### src/rtl/piso_shifter.sv
module piso_shifter #(
  parameter int WIDTH = 8
) (
  input  logic             clk,
  input  logic             rst_n,
  input  logic             load_n,
  input  logic [WIDTH-1:0] par_in,
  input  logic             ser_in,
  input  logic             shift_clk,
  input  logic             clk_inhibit,
  output logic             ser_out,
  output logic             ser_out_n
);

  localparam int LAST = WIDTH - 1;

  logic             clk_q, inh_q, comb_prev;
  logic             comb_now, step;
  logic [WIDTH-1:0] stages, view;

  assign comb_now = clk_q | inh_q;
  assign step     = load_n & comb_now & ~comb_prev;

  always_ff @(posedge clk) begin
    if (!rst_n) begin
      clk_q     <= 1'b0;
      inh_q     <= 1'b0;
      comb_prev <= 1'b0;
      stages    <= '0;
    end else begin
      clk_q     <= shift_clk;
      inh_q     <= clk_inhibit;
      comb_prev <= comb_now;
      if (!load_n)
        stages <= par_in;
      else if (step)
        stages <= {stages[LAST-1:0], ser_in};
    end
  end

  assign view      = load_n ? stages : par_in;
  assign ser_out   = view[LAST];
  assign ser_out_n = ~view[LAST];


  load_capture_chk: assert property (@(posedge clk) disable iff (!rst_n)
    !load_n |=> stages == $past(par_in));


  shift_move_chk: assert property (@(posedge clk) disable iff (!rst_n)
    (load_n && comb_now && !comb_prev) |=>
      (stages[0] == $past(ser_in)) && (stages[LAST:1] == $past(stages[LAST-1:0])));


  held_high_chk: assert property (@(posedge clk) disable iff (!rst_n)
    (load_n && comb_now && comb_prev) |=> $stable(stages));


  idle_hold_chk: assert property (@(posedge clk) disable iff (!rst_n)
    (load_n && !comb_now) |=> $stable(stages));

endmodule

### config.mk
export PLATFORM = sky130hd
export DESIGN_NAME = piso_shifter
export DESIGN_NICKNAME = d
export VERILOG_FILES = /design/src/rtl/piso_shifter.sv
export SDC_FILE = /design/constraint.sdc
export NUM_CORES = 1
export LEC_CHECK = 0
export ABC_AREA = 1
export BUFFER_PORTS_ARGS = -buffer_cell sky130_fd_sc_hd__buf_2
export CAP_MARGIN = 10
export CORE_MARGIN = 2
export CORE_UTILIZATION = 29
export CTS_BUF_LIST = sky130_fd_sc_hd__clkbuf_2 sky130_fd_sc_hd__clkbuf_4 sky130_fd_sc_hd__clkbuf_8
export DETAILED_ROUTE_END_ITERATION = 10
export GPL_TIMING_DRIVEN = 0
export SETUP_SLACK_MARGIN = 0.1
export SYNTH_ARGS = -nofsm -noshare
export SYNTH_HDL_FRONTEND = slang
export SYNTH_SLANG_ARGS = --single-unit
### constraint.sdc
create_clock -name clk -period 2.2 [get_ports clk]
set_input_delay 0.33 -clock clk [delete_from_list [all_inputs] [get_ports clk]]
set_output_delay 0.33 -clock clk [all_outputs]
set_load 0.005 [all_outputs]
==> reports/qor.txt, run 1 <==
ANT cells - 0
ANT nets after route - 0
Nets - 116
WL per Instance - 7.78 um
reg2reg start - inh_q
placed insts - 122
area fraction in compound gates after synthesis - 12.6%
area delta synth->final - 23.6%
mean area per synthesized cell - 6.71 um2
CTS Hold Bufs - 0
Crit Path Category - in2out
routability cong. - 0.717
max_cap viols - 0
final setup vio count - 0
Final HPWL DP - 710 um
synth top area cells - dfxtp_1 (40%), nand2_1 (18%), nor2_1 (11%)
Routed WL - 980 um
clock-pin transition on the worst setup and hold timing paths - 0.06 ns
Hold Crit Class - in2reg
CP endpoint kind - output pin
f_max - 0.788 GHz
die area - 2290 um2
Seq/Total Area, Yosys - 39.6%
Die Wd - 47.8 um
crit path launch - load_n
total power draw - 452 uW
fin util - 39.0%
Yosys warning count - 0
Leak Pwr - 0.394 nW
remaining global-route overflow - 0
I/O pin count - 16
DR vias - 492
Hold Path End - clk_q
Worst Max-Slew Pin Slew - 0.157 ns
via/cell ratio - 3.90
Sinks on Clock Net - 11
worst vdd ir - 0.000338 V
antenna violations before repair - 0
mapped cell area - 557 um2
Worst R2R Setup Slack - 1.19 ns
Placed Area - 658 um2
Post-Synthesis Cells - 83
synthesized-area fraction occupied by adder cells - 0%
CTS tree - done
CTS Root Buffer Type - clkbuf_4
startpoint types - primary input
Crit Path Max Fanout - 10
status - finished, final reports clean
CORE AREA - 1760 um2
DRC viols - 0
non-filler cells, final - 126
path depth of the worst reg2reg path - 5
max_slew headroom - 89.5%
CTS Buffer Depth - 2
worst hold stages - 3
Synth top area share - 39.6%
FILL cells - 198
initial core utilization - 31.6%
global-route wire length before repair - 1560 um
min Tclk post-route - 1.27 ns
Synth Area in XOR/XNOR - 0%
H-tree depth - 1
Die Ht - 47.8 um
CTS buffer count - 3
Tot GR Track Use - 10.1%
main combinational cell family by area after synthesis - simple AND/OR/NAND/NOR gates
Fin Setup TNS - 0 ns
P per Cell Area - 656 nW/um2
Layout Cell Area excl Fill - 688 um2
fin crit share - 57.7%
final-report max-slew violation count - 0
pin count of the biggest net entering global routing - 11
ratio of cells with drive above 1 in the final layout - 24.8%
top cell type by total area after synthesis - dfxtp_1
post-synth net total - 97
post-synth cell types - 11
Crit path required time - 1.87 ns
hold_sp - shift_clk
final clock skew - 0.00771 ns
RSZ-0062 raised after global routing - no
Arrival @ worst endpoint - 0.94 ns
clk_lat worst skew - 0.26 ns
vias in the first global route - 371
final hold vios - 0
Synth Area in Simple Gates - 31.7%
flops & latches, synth - 11
# rows - 15
IO buf count - 14
Post-CTS Setup Bufs - 0
R2R Path End - stages[0]
Pre-Repair DR Iteration Count - 2
mux contribution to synthesized area - 0%
DRT iter0 DRCs - 4
# resized after CTS - 0
## sequential cells by signal, indices dropped and copies added (netlist names)
name / count
stages: 8
clk_q: 1
comb_prev: 1
inh_q: 1
## cell type report
type                       count  area (um2)  area share (%)
buffer                         4        41.3            6.00
inverter                      13        48.8            7.09
sequential                    11         220            32.0
multi-input combinational     55         246            35.8
timing repair buffer          14        70.1            10.2
clock buffer                   4        30.0            4.36
tap                           25        31.3            4.55
## logic make-up after synthesis
| kind of cell | Yosys count |
|---|---|
| compound gates | 10 |
| flops | 11 |
| buf+inv | 17 |
| simple gates | 45 |
## placed cells by master (no fill, tap or decap), drive strengths merged
cell	synthesis	layout
a21oi	1	1
buf	4	18
clkbuf	0	4
dfxtp	11	11
inv	13	13
nand2	27	27
nor2	18	18
o21a	8	8
o21ai	1	1
## worst max-delay path by stage
stage | end | slack [ns] | cells past startpoint
detailed placement | ser_out | 0.92 | 6
finish | ser_out | 0.93 | 6
CTS | ser_out | 0.91 | 6
global route | ser_out | 0.84 | 6
global placement | ser_out | 0.93 | 6
floorplan | ser_out | 1.03 | 4
## stage by stage
step	worst slack (ns)	hold WS (ns)
2_1_floorplan	1.03	0.428
3_3_place_gp	0.928	0.438
3_5_place_dp	0.915	0.446
4_1_cts	0.913	0.240
5_1_grt	0.844	0.258
6_report	0.931	0.248
## Yosys cell counts (all sizes together)
cell type and n:
buf 4, nand2 27, dfxtp 11, a21oi 1, o21a 8, inv 13
nor2 18, o21ai 1
## report_power, final
part / internal [mW] / total [mW] / switching, mW / leakage [nW]
Combinational: 0.0406 / 0.0823 / 0.0417 / 0.284
Clock: 0.0824 / 0.147 / 0.0642 / 0.0184
Sequential: 0.215 / 0.223 / 0.00733 / 0.0914
Total: 0.338 / 0.452 / 0.113 / 0.394
## worst max-delay path, stage by stage
cell and delay (ns):
buf_6 0.11, buf_6 0.14, nor2_2 0.05, a21oi_1 0.14, inv_1 0.05, buf_2 0.12
## routing by layer
metal / routed length [um] / part of all wire (%) / global-route usage, %
met2: 439 / 45 / 14.7
met4: 0 / 0 / 3.24
met1: 476 / 49 / 12.7
met5: 0 / 0 / 0
met3: 65 / 6.6 / 5.66
Power figures use the tool's default switching activity.
==> run 2, diff against run 1 <==
==> constraint.sdc (replaced) <==
create_clock -name clk -period 1.05 [get_ports clk]
set_input_delay 0.1575 -clock clk [delete_from_list [all_inputs] [get_ports clk]]
set_output_delay 0.1575 -clock clk [all_outputs]
set_load 0.005 [all_outputs]
==> run 2 against run 1 <==
Net effect:
- sequential share of layout area is 3.8 points lower
- global-route usage grew 0.077 points
- combinational power rose to 2.8 times the previous value
- sequential power up 110%
- critical path type is now reg2out
- largest cell class unchanged
==> reports/qor.txt, run 2 (synthesis gave the netlist of run 1 again) <==
status - finished, final reports clean
Die Wd - 47.8 um (unchanged)
fin util - 44.8% (+5.7 points)
final clock skew - 0.00617 ns (-0.00154 ns)
worst hold stages - 3 (unchanged)
fin crit share - 97.4%
remaining global-route overflow - 0 (unchanged)
ANT cells - 0 (unchanged)
Arrival @ worst endpoint - 0.86 ns (-0.08 ns)
I/O pin count - 16 (unchanged)
slowest cell on the critical path - dfxtp_2
Crit Path Category - reg2out
max_cap viols - 0 (unchanged)
Worst R2R Setup Slack - 0.09 ns (-1.10 ns)
Fin Setup TNS - 0 ns (unchanged)
CP endpoint kind - output pin
max_slew headroom - 90.0% (+0.48 points)
CTS buffer count - 3 (unchanged)
Nets - 119 (+2.6%)
vias in the first global route - 375 (+1.1%)
reg2reg start - inh_q
pin count of the biggest net entering global routing - 11 (unchanged)
final-report max-slew violation count - 0 (unchanged)
crit-path cells - a21oi_2, inv_1, buf_2
end of the critical path - ser_out
routability cong. - 0.717 (unchanged)
via/cell ratio - 4.05 (+3.6%)
CTS tree - done
Worst Max-Slew Pin Slew - 0.150 ns (-0.00683 ns)
startpoint types - flip-flop
crit path launch - stages[7]
Final HPWL DP - 710 um (unchanged)
R2R Path End - stages[7]
RSZ-0062 raised after global routing - yes
DR vias - 522 (+6.1%)
Placed Area - 658 um2 (unchanged)
ratio of cells with drive above 1 in the final layout - 43.3% (+19 points)
area delta synth->final - 41.8%
CTS Buffer Depth - 2 (unchanged)
Sinks on Clock Net - 11 (unchanged)
Tot GR Track Use - 10.2% (+0.077 points)
DRC viols - 0 (unchanged)
path depth of the worst reg2reg path - 5 (unchanged)
clock-pin transition on the worst setup and hold timing paths - 0.07 ns (about the same)
CP peak stage delay - 0.32 ns (+0.18 ns)
ANT nets after route - 0 (unchanged)
FILL cells - 194 (-2.0%)
max FFs per register - 8 (unchanged)
WL per Instance - 8.60 um (+11%)
Routed WL - 1110 um (+13%)
leading cell type in the layout, fill and taps excluded - nand2_1
IO buf count - 14 (unchanged)
Hold Crit Class - in2reg
Crit Path Max Fanout - 2 (-8)
initial core utilization - 31.6% (unchanged)
CTS Hold Bufs - 0 (unchanged)
DRT iter0 DRCs - 4 (unchanged)
final setup vio count - 0 (unchanged)
min Tclk post-route - 1.02 ns
largest register by flop count - stages
most frequent cells in the layout - nand2_1 (20), buf_2 (14), inv_1 (13)
H-tree depth - 1 (unchanged)
Pre-Repair DR Iteration Count - 2 (unchanged)
clk_lat worst skew - 0.26 ns (about the same)
worst vdd ir - 0.000722 V (+110%)
CTS Root Buffer Type - clkbuf_4
f_max - 0.978 GHz
Crit path required time - 0.89 ns (-0.98 ns)
antenna violations before repair - 0 (unchanged)
final hold vios - 0 (unchanged)
CORE AREA - 1760 um2 (unchanged)
P per Cell Area - 1280 nW/um2 (+96%)
Leak Pwr - 0.418 nW (+6.2%)
# rows - 15 (unchanged)
die area - 2290 um2 (unchanged)
global-route wire length before repair - 1570 um (+0.45%)
Layout Cell Area excl Fill - 790 um2 (+15%)
Die Ht - 47.8 um (unchanged)
==> run 2: changes by cell type in the layout (fill, tap and decap cells not counted), sizes merged <==
cell | before | now
buf | 18 | 21
==> run 2: critical path, delay by kind of cell (launching register included) <==
family | cells | cell delay (ns)
compound gates | 1 | 0.12
buf+inv | 2 | 0.15
flops | 1 | 0.32
==> run 2: through the flow <==
step	hold slack, ns	total power [mW]	instances	setup WS, ns
CTS	0.0678	0.972	128	0.0168
finish	0.0740	1.01	129	0.0275
floorplan	0.255	0.601	83	0.109
detailed placement	0.343	0.651	122	0.0300
global route	0.0854	1.09	129	-0.0474
global placement	0.339	0.647	122	0.0451
==> run 2: metal layers <==
layer / vias to the layer above / global-route usage (%) / share of wire, %
li1: 287 / - / -
met1: 222 / 12.9 / 46
met2: 13 / 14.7 / 47
met3: 0 / 5.66 / 6.8
met4: 0 / 3.24 / 0
met5: - / 0 / 0
==> run 2: worst min path at each step <==
stage           startpoint    end  slack [ns]
2_1_floorplan    shift_clk  clk_q        0.26
3_3_place_gp   clk_inhibit  inh_q        0.34
3_5_place_dp     shift_clk  clk_q        0.34
4_1_cts          shift_clk  clk_q        0.07
5_1_grt          shift_clk  clk_q        0.09
6_report         shift_clk  clk_q        0.07
==> run 2: timing repair <==
item | CTS | global route
cloned | 0 | 1
setup buffers | 2 | 0
endpoints found under the setup margin | 10 | 10
pin swaps | 2 | 2
resized for setup | 3 | 23
==> run 2: cell type report <==
cell class / count / area, um2 / share of cell area [%]
timing repair buffer: 17 / 104 / 13.2
clock buffer: 4 / 30.0 / 3.80
tap: 25 / 31.3 / 3.96
multi-input combinational: 55 / 312 / 39.5
sequential: 11 / 223 / 28.2
inverter: 13 / 48.8 / 6.18
buffer: 4 / 41.3 / 5.23
==> run 2: where the power goes <==
part / internal (mW) / total, mW / switching [mW]
combinational: 0.117 / 0.229 / 0.112
clock: 0.173 / 0.307 / 0.134
sequential: 0.453 / 0.479 / 0.0265
==> run 3, diff against run 2 <==
--- a/config.mk
+++ b/config.mk
@@ -13,7 +13,6 @@
 export CTS_BUF_LIST = sky130_fd_sc_hd__clkbuf_2 sky130_fd_sc_hd__clkbuf_4 sky130_fd_sc_hd__clkbuf_8
 export DETAILED_ROUTE_END_ITERATION = 10
 export GPL_TIMING_DRIVEN = 0
-export SETUP_SLACK_MARGIN = 0.1
 export SYNTH_ARGS = -nofsm -noshare
 export SYNTH_HDL_FRONTEND = slang
 export SYNTH_SLANG_ARGS = --single-unit
==> run 3 against run 2 <==
Net effect:
- utilization down 4.0 points
- via count down 0.57%
- clock power about the same
- routed wire length down 10%
- global-route usage down 0.077 points
- first-iteration DRC count up 100%
- die area unchanged
- critical endpoint unchanged
==> reports/qor.txt, run 3 (synthesis gave the netlist of run 1 again) <==
worst hold stages - 3 (unchanged)
Worst Max-Slew Pin Slew - 0.130 ns (-0.0201 ns)
Nets - 119 (unchanged)
Crit path required time - 0.89 ns (about the same)
fin crit share - 97.5% (+0.16 points)
CTS tree - done
Leak Pwr - 0.408 nW (-2.3%)
crit path launch - stages[7]
initial core utilization - 31.6% (unchanged)
final clock skew - 0.00689 ns (+0.000718 ns)
DRT iter0 DRCs - 8 (+4)
final setup vio count - 0 (unchanged)
Layout Cell Area excl Fill - 718 um2 (-9.0%)
path depth of the worst reg2reg path - 6 (+1)
H-tree depth - 1 (unchanged)
Arrival @ worst endpoint - 0.87 ns (about the same)
max FFs per register - 8 (unchanged)
min Tclk post-route - 1.02 ns (+0.00169 ns)
final hold slack - 0.0726 ns (-0.00133 ns)
Sinks on Clock Net - 11 (unchanged)
Hold Crit Class - in2reg
global-route wire length before repair - 1560 um (-0.45%)
most frequent cells in the layout - nand2_1 (26), nor2_1 (15), buf_2 (14)
largest register by flop count - stages
IO buf count - 14 (unchanged)
Die Wd - 47.8 um (unchanged)
Die Ht - 47.8 um (unchanged)
# rows - 15 (unchanged)
FILL cells - 195 (+0.52%)
ANT nets after route - 0 (unchanged)
status - finished, final reports clean
antenna violations before repair - 0 (unchanged)
fin util - 40.7% (-4.0 points)
max_slew headroom - 91.2% (+1.3 points)
Tot GR Track Use - 10.1% (-0.077 points)
Placed Area - 658 um2 (unchanged)
reg2reg start - clk_q
die area - 2290 um2 (unchanged)
clk_lat worst skew - 0.27 ns (about the same)
Crit Path Category - reg2out
CTS Root Buffer Type - clkbuf_4
remaining global-route overflow - 0 (unchanged)
vias in the first global route - 371 (-1.1%)
Crit Path Max Fanout - 2 (unchanged)
CTS buffer count - 3 (unchanged)
CTS Buffer Depth - 2 (unchanged)
leading cell type in the layout, fill and taps excluded - nand2_1
area delta synth->final - 29.0%
pin count of the biggest net entering global routing - 11 (unchanged)
CORE AREA - 1760 um2 (unchanged)
DR vias - 519 (-0.57%)
f_max - 0.976 GHz (-0.17%)
Routed WL - 993 um (-10%)
max_cap viols - 0 (unchanged)
worst vdd ir - 0.000703 V (-2.7%)
clock-pin transition on the worst setup and hold timing paths - 0.07 ns (about the same)
ratio of cells with drive above 1 in the final layout - 29.8% (-13 points)
routability cong. - 0.717 (unchanged)
WL per Instance - 7.70 um (-10%)
RSZ-0062 raised after global routing - yes
P per Cell Area - 1340 nW/um2 (+4.6%)
final hold vios - 0 (unchanged)
hold_sp - shift_clk
I/O pin count - 16 (unchanged)
via/cell ratio - 4.02 (-0.57%)
Final HPWL DP - 710 um (unchanged)
startpoint types - flip-flop
Pre-Repair DR Iteration Count - 4 (+2)
final-report max-slew violation count - 0 (unchanged)
CP endpoint kind - output pin
ANT cells - 0 (unchanged)
DRC viols - 0 (unchanged)
run 3: worst paths after layout:
kind                to  slack (ns)
min              clk_q        0.07
max            ser_out        0.03
max reg2reg  stages[3]        0.09
min reg2reg  comb_prev        0.45
run 3: power by group:
part | switching [mW] | leakage [nW] | total, mW | internal, mW
Combinational | 0.0913 | 0.298 | 0.188 | 0.0967
Sequential | 0.0165 | 0.0917 | 0.469 | 0.452
Clock | 0.136 | 0.0184 | 0.308 | 0.173
run 3: per-stage QoR:
stage	std cells	setup TNS [ns]	setup WS (ns)	power (mW)
5_1_grt	129	-0.0478	-0.0474	1.03
4_1_cts	126	0	0.0162	0.961
2_1_floorplan	83	0	0.109	0.601
3_5_place_dp	122	0	0.0300	0.651
6_report	129	0	0.0259	0.965
3_3_place_gp	122	0	0.0451	0.647
run 3: worst max-delay path, cell delays in order (launching register included):
cell     delay (ns)
dfxtp_2        0.32
a21oi_2        0.12
inv_1          0.04
buf_2          0.11
run 3: final cells by class:
type	count	area, um2	share of cell area, %
Buffer	4	41.3	5.75
Clock buffer	4	30.0	4.18
Inverter	13	48.8	6.79
Multi-Input combinational cell	55	253	35.2
Sequential cell	11	221	30.8
Tap cell	25	31.3	4.36
Timing Repair Buffer	17	92.6	12.9
run 3: repair_timing:
item / 4_1_cts / 5_1_grt
buffers inserted: 0 / 3
hold buffers: 0 / 0
endpoints found under the setup margin: 1 / 10
pin swaps: 0 / 2
gates resized for setup: 1 / 2
run 3: metal layers:
metal	vias to the layer above	part of all wire [%]	GRT usage, %
li1	284	-	-
met1	222	48	12.7
met4	0	0	3.24
met2	13	44	14.7
met5	-	0	0
met3	0	7.4	5.66
